[src/rtl/sio_2wire_shifter.sv]
module sio_2wire_shifter #(
  parameter int W    = 8,
  parameter int DIVW = 8,
  localparam int BCW = $clog2(W + 1)
) (
  input  logic            clk,
  input  logic            rst_n,
  input  logic            ext_clk_mode,
  input  logic [DIVW-1:0] clk_div,
  input  logic            sr_wr,
  input  logic [W-1:0]    sr_wdata,
  output logic [W-1:0]    sr_rdata,
  input  logic            rel_pulse,
  input  logic            cmd_pulse,
  input  logic            flag_clr,
  output logic            busy,
  output logic            done_flag,
  input  logic            sck_in,
  output logic            sck_out,
  output logic            sck_oe,
  input  logic            sda_in,
  output logic            sda_pull_low
);

  logic [W-1:0]    sr;
  logic            out_latch;
  logic            busy_q;
  logic            flag_q;
  logic [DIVW-1:0] cnt;
  logic            sck_int;
  logic [2:0]      ext_sync;
  logic [BCW-1:0]  bits;

  wire ext_now  = ext_sync[1];
  wire ext_prev = ext_sync[2];
  wire tick     = busy_q && !ext_clk_mode && (cnt == clk_div);
  wire fall_ev  = ext_clk_mode ? (busy_q && ext_prev && !ext_now) : (tick && sck_int);
  wire rise_ev  = ext_clk_mode ? (busy_q && !ext_prev && ext_now) : (tick && !sck_int);
  wire start    = sr_wr && !busy_q;
  wire last     = rise_ev && (bits == BCW'(W - 1));

  always_ff @(posedge clk or negedge rst_n)
    if (!rst_n) ext_sync <= 3'b111;
    else        ext_sync <= {ext_sync[1:0], sck_in};

  always_ff @(posedge clk or negedge rst_n)
    if (!rst_n)       cnt <= '0;
    else if (!busy_q) cnt <= '0;
    else if (tick)    cnt <= '0;
    else              cnt <= cnt + 1'b1;

  always_ff @(posedge clk or negedge rst_n)
    if (!rst_n)       sck_int <= 1'b1;
    else if (!busy_q) sck_int <= 1'b1;
    else if (tick)    sck_int <= ~sck_int;

  always_ff @(posedge clk or negedge rst_n)
    if (!rst_n)       sr <= '0;
    else if (start)   sr <= sr_wdata;
    else if (rise_ev) sr <= {sr[W-2:0], sda_in};

  always_ff @(posedge clk or negedge rst_n)
    if (!rst_n)         out_latch <= 1'b1;
    else if (busy_q) begin
      if (fall_ev)      out_latch <= sr[W-1];
    end
    else if (cmd_pulse) out_latch <= 1'b0;
    else if (rel_pulse) out_latch <= 1'b1;

  always_ff @(posedge clk or negedge rst_n)
    if (!rst_n)     busy_q <= 1'b0;
    else if (start) busy_q <= 1'b1;
    else if (last)  busy_q <= 1'b0;

  always_ff @(posedge clk or negedge rst_n)
    if (!rst_n)       bits <= '0;
    else if (start)   bits <= '0;
    else if (rise_ev) bits <= bits + 1'b1;

  always_ff @(posedge clk or negedge rst_n)
    if (!rst_n)         flag_q <= 1'b0;
    else if (last)      flag_q <= 1'b1;
    else if (start)     flag_q <= 1'b0;
    else if (flag_clr)  flag_q <= 1'b0;

  assign sr_rdata     = sr;
  assign busy         = busy_q;
  assign done_flag    = flag_q;
  assign sck_out      = sck_int;
  assign sck_oe       = !ext_clk_mode;
  assign sda_pull_low = !out_latch;

  p_sck_idle_high_r12: assert property (@(posedge clk) disable iff (!rst_n)
    (!busy && !ext_clk_mode) |-> sck_out);

  p_flag_at_end_r4: assert property (@(posedge clk) disable iff (!rst_n)
    $fell(busy) |-> done_flag);

  p_start_clears_flag_r10: assert property (@(posedge clk) disable iff (!rst_n)
    $rose(busy) |-> !done_flag);

  p_ctrl_ignored_busy_r7: assert property (@(posedge clk) disable iff (!rst_n)
    (busy && !fall_ev) |=> $stable(sda_pull_low));

  p_write_ignored_busy_r8: assert property (@(posedge clk) disable iff (!rst_n)
    (busy && !rise_ev) |=> $stable(sr_rdata));

  p_idle_cmd_pulls_r6: assert property (@(posedge clk) disable iff (!rst_n)
    (!busy && !sr_wr && cmd_pulse) |=> sda_pull_low);

endmodule

[config.mk]
export PLATFORM = sky130hd
export DESIGN_NAME = sio_2wire_shifter
export DESIGN_NICKNAME = d
export VERILOG_FILES = /design/src/rtl/sio_2wire_shifter.sv
export SDC_FILE = /design/constraint.sdc
export NUM_CORES = 1
export LEC_CHECK = 0
export BUFFER_PORTS_ARGS = -buffer_cell sky130_fd_sc_hd__buf_2
export CAP_MARGIN = 40
export CORE_MARGIN = 8
export CORE_UTILIZATION = 25
export DETAILED_ROUTE_END_ITERATION = 12
export GPL_ROUTABILITY_DRIVEN = 0
export GPL_TIMING_DRIVEN = 0
export SYNTH_ARGS = -nofsm -noshare
export SYNTH_HDL_FRONTEND = slang
export SYNTH_SLANG_ARGS = --single-unit
[constraint.sdc]
create_clock -name clk -period 1.9 [get_ports clk]
set_clock_uncertainty 0.2 [all_clocks]
set_input_delay 0.285 -clock clk [delete_from_list [all_inputs] [get_ports clk]]
set_output_delay 0.285 -clock clk [all_outputs]
set_load 0.02 [all_outputs]
# After elaboration in Yosys (flattened, before gate mapping)

Index checks and enable logic that the tools add are counted.

Add/subtract/negate cells: 2
Eq/ne operators: 4
Mux-type cells: 19
Bitwise gates (word level): 1
Reductions and logical operators: 21

Operators with widths:

| operator              | count |
|---|---|
| $mux W8               | 4 |
| $mux W1               | 13 |
| $logic_and A1 B1 Y1   | 10 |
| $add A8 B1 Y8 const B | 1 |
| $eq A8 B8 Y1          | 1 |
| $mux W4               | 2 |
| $logic_not A1 Y1      | 6 |
| $reduce_bool A3 Y1    | 2 |
| $add A4 B1 Y4 const B | 1 |
| $eq A4 B3 Y1 const B  | 1 |
| $ne A2 B1 Y1 const B  | 2 |
| $reduce_bool A2 Y1    | 2 |
| $reduce_and A2 Y1     | 1 |
| $not A1 Y1            | 1 |

Register bits: 27
Logic and storage cells: 55

# Longest topological paths before layout

Depth in word-level cells: 8
Depth in mapped cells: 6
Gate-level depth less buffers: 5

# Least setup slack after synthesis

No wires, ideal clock.

Path type: register -> register
Start point: register cnt[5]
End point: register busy_q (netlist: busy)
Setup time: 0.126 ns
Arrival time: 1.551 ns
Data required time: 1.574 ns
Path slack: 0.023 ns
Cell stages (with the launch flop): 6
Path through: dfrtp_1 xor2_1 nor4_4 and4b_1 nor2_1 o32a_1

Cells in the longest elaborated chain, start to end: 6

Ends and longest elaborated chain:

| item                                | line | text |
|---|---|---|
| from (decl)                         | 29   | `logic [DIVW-1:0] cnt;` |
| from (signal assigned)              | 50   | `else cnt <= cnt + 1'b1;` |
| $eq A8 B8 Y1                        | 36   | `wire tick = busy_q && !ext_clk_mode && (cnt == clk_div);` |
| $logic_and A1 B1 Y1                 | 36   |  |
| $logic_and A1 B1 Y1                 | 38   | `wire rise_ev = ext_clk_mode ? (busy_q && !ext_prev && ext_now) : (tick && !sck_int);` |
| $mux W1                             | 38   |  |
| $logic_and A1 B1 Y1                 | 40   | `wire last = rise_ev && (bits == BCW'(W - 1));` |
| $reduce_bool A2 Y1 (no source line) | --   |  |
| to (signal assigned)                | 71   | `if (!rst_n) busy_q <= 1'b0;` |
| to (signal assigned)                | 72   | `else if (start) busy_q <= 1'b1;` |
| to (signal assigned)                | 73   | `else if (last) busy_q <= 1'b0;` |
| to (decl)                           | 27   | `logic busy_q;` |

No other way between the ends.
A chain may end at the register's enable or synchronous reset.

# Worst setup path in the final report

Start point: register cnt[0]
End point: register busy_q (netlist: busy)

The elaborated chain is that of the path after synthesis.

==> results.json <==
{
  "use_met1_pct": 11.6,
  "grtUsageTotal_pct": 8.72,
  "clkLatencyLatePin_ps": 270,
  "p_total_mw": 2.12,
  "synthCells": 139,
  "placed_area_um2": 1630,
  "slew_headroom_pct": 60.2,
  "antenna_left": 0,
  "crit_chain": "xor2_1 > nor4_4 > and4b_2 > nor2_2 > o32a_1",
  "hold_class": "in -> reg",
  "syn-num-nets": 166,
  "regArea_um2": 682,
  "drtIter0Drc": 67,
  "end_kind": "flop",
  "grt_remaining_overflow": 0,
  "whs_ps": 67.1,
  "nNetsFinal": 217,
  "cp.required_ps": 1860,
  "syn_area_um2": 1350,
  "critPathTopFamily": "simple AND/OR/NAND/NOR gates",
  "hold_viol": 0,
  "cts_made_buffers": 3,
  "rsz0062_at_grt": "true",
  "portBuffers": 37,
  "wl_per_cell_um": 12.8,
  "finalWorstPathRequiredPeriod_ps": 1870,
  "ir_drop_mv": 0.312,
  "core_area_um2": 5170,
  "timing.final.crit_share_pct": 98.5,
  "final_max_slew_viol_count": 0,
  "ys_ff_latch": 27,
  "die_w_um": 89.6,
  "drtPass1Iterations": 6,
  "max_stage_delay_ps": 400,
  "critPathLaunchType": "flop",
  "setup_viol": 0,
  "vias": 1153,
  "cp.buffers_inverters": 0,
  "cts_max_path_buffers": 2,
  "synth_cell_types": 30,
  "use_met3_pct": 1.38,
  "path_clk_slew_ps": 90,
  "max_slew.worst_pin.slew_ps": 597,
  "viasPerCell": 4.45,
  "n_antenna_cell": 0,
  "start_util_pct": 26.1,
  "dp.final_hpwl_um": 2460,
  "areaGrowthSynthToFinish_pct": 31.6,
  "ys_seq_area_share_pct": 50.4,
  "p_leak_nw": 0.839,
  "grt_pass1_vias": 1137,
  "drt-total-wl_um": 3310,
  "clk_root_buffer_cell": "clkbuf_8",
  "io_pins": 38,
  "busiest_layer": "met2",
  "grt_pass1_wl_um": 5400,
  "drive_above_1_share_pct": 32.8,
  "antenna_found_initial": 0,
  "max_clock_freq_mhz": 535,
  "drv_cap": 0,
  "grt_start_max_net_pins": 28,
  "syn_avg_cell_area_um2": 9.73,
  "multi_input_area_um2": 666,
  "stdcell_area_um2": 1780,
  "die_h_um": 89.6,
  "drc": 0,
  "cts.sink_count": 27,
  "tns_ps": 0,
  "status": "complete, no violations",
  "critPathArrivalTime_ps": 1830,
  "cts_tree": "built",
  "critPathMaxFanout": 3,
  "filler_cell_count": 538,
  "rows": 26,
  "p_per_area_nw_per_um2": 1190,
  "grt_use_met2_pct": 13.0,
  "die-area_um2": 8020,
  "slowest_stage": "dfrtp_1",
  "yosys_warnings": 0,
  "h-tree-depth": 1,
  "path_class": "reg -> reg"
}
==> cells in the mapped netlist <==
cell type  instances  area share (%)
o32a_1             1            0.74
nand4b_1           2             1.3
a211oi_1           1            0.56
dfstp_2            5             9.7
o311a_1            1            0.74
nand3b_1           1            0.56
clkbuf_1           3            0.83
o21ai_1           10             3.7
xor2_1            10             6.5
ha_1               2             1.8
a21oi_1            9             3.3
o2111ai_1          1            0.65
o21ai_0            1            0.37
and4b_1            2             1.5
nor3_1             2            0.74
o31ai_1            1            0.56
dfrtp_1           22              41
nand2_1           10             2.8
and3_1             3             1.4
a31oi_1            9             4.2
buf_4              1            0.56
nor4_4             1             1.6
xnor2_1            4             2.6
nand2b_1           2            0.92
mux2i_1            3             2.2
nand3_1            5             1.8
inv_1              2            0.56
nor2_1            23             6.4
buf_1              1            0.28
nor2b_1            1            0.46
==> per-stage QoR <==
stage,instances,util [%],setup slack [ps]
2_1_floorplan,139,-,22.6
3_3_place_gp,246,31.4,-319
3_5_place_dp,246,31.4,-276
4_1_cts,257,33.5,8.99
5_1_grt,259,34.4,-92.8
6_report,259,34.4,29.1
==> final cells by class <==
cell class,count,share of cell area [%]
buffer,4,1.34
clock buffer,4,2.53
inverter,2,0.422
multi-input combinational,105,37.4
sequential,27,38.3
tap,70,4.92
timing repair buffer,47,15.1
==> metal layers <==
layer	wire, um	up-vias
met5	0	-
met4	61	0
met3	148	4
met2	1530	22
met1	1570	535
li1	-	592
==> power breakdown <==
| part | leakage, nW | internal (mW) | switching (mW) |
|---|---|---|---|
| clock network | 0.0228 | 0.150 | 0.168 |
| registers | 0.326 | 0.794 | 0.209 |
| logic | 0.490 | 0.371 | 0.431 |
==> sequential cells by signal, summed over array words and instances, names as in the netlist <==
name / cells
cnt: 8
sr_rdata: 8
bits: 4
ext_sync: 3
busy: 1
done_flag: 1
out_latch: 1
sck_out: 1
==> cells in the final DEF (no fill, tap or decap), types with 2 or more instances in the layout <==
master / n
a21oi_1: 9
a31oi_1: 9
and3_1: 3
buf_2: 37
buf_4: 7
buf_6: 2
clkbuf_1: 2
clkbuf_8: 3
dfrtp_1: 22
dfstp_2: 5
dlygate4sd3_1: 2
ha_1: 2
inv_1: 2
mux2i_1: 3
nand2_1: 9
nand2b_1: 2
nand3_1: 5
nand4b_1: 2
nor2_1: 22
o21ai_1: 10
xnor2_1: 4
xor2_1: 9
==> worst min-delay path, cell delays in order <==
cell and delay [ps]:
buf_2 80, nor2_1 30, a21oi_1 100
==> repair_timing <==
action / 4_1_cts / 5_1_grt
hold buffers: 2 / 0
resized for setup: 1 / 9
cloned: 0 / 0
endpoints found under the setup margin: 16 / 21
pin swaps: 4 / 2
endpoints found under the hold margin: 23 / 0
setup buffers: 5 / 3
==> cells by family after synthesis <==
| logic type | count (synthesis) | share of synthesized area [%] |
|---|---|---|
| and+or+nand+nor | 52 | 19.4 |
| muxes | 3 | 2.22 |
| adders and majority gates | 2 | 1.85 |
| AOI/OAI and AO/OA | 34 | 14.8 |
| DFF | 27 | 50.4 |
| xor gates and xnor gates | 14 | 9.07 |
| buffers and inverters | 7 | 2.22 |
==> final timing paths <==
kind / start / endpoint / slack [ps] / depth (start not counted)
worst max-delay path: cnt[0] / busy / 30 / 5
worst min-delay path: sr_wdata[6] / sr_rdata[6] / 70 / 3
worst max register to register: cnt[0] / busy / 30 / 5
worst min register to register: ext_sync[0] / ext_sync[1] / 160 / 0
max in group asynchronous: rst_n / sr_rdata[4] / 730 / 2
min in group asynchronous: rst_n / sr_rdata[1] / 380 / 2
Note: power is estimated with default switching activity, not from simulation.
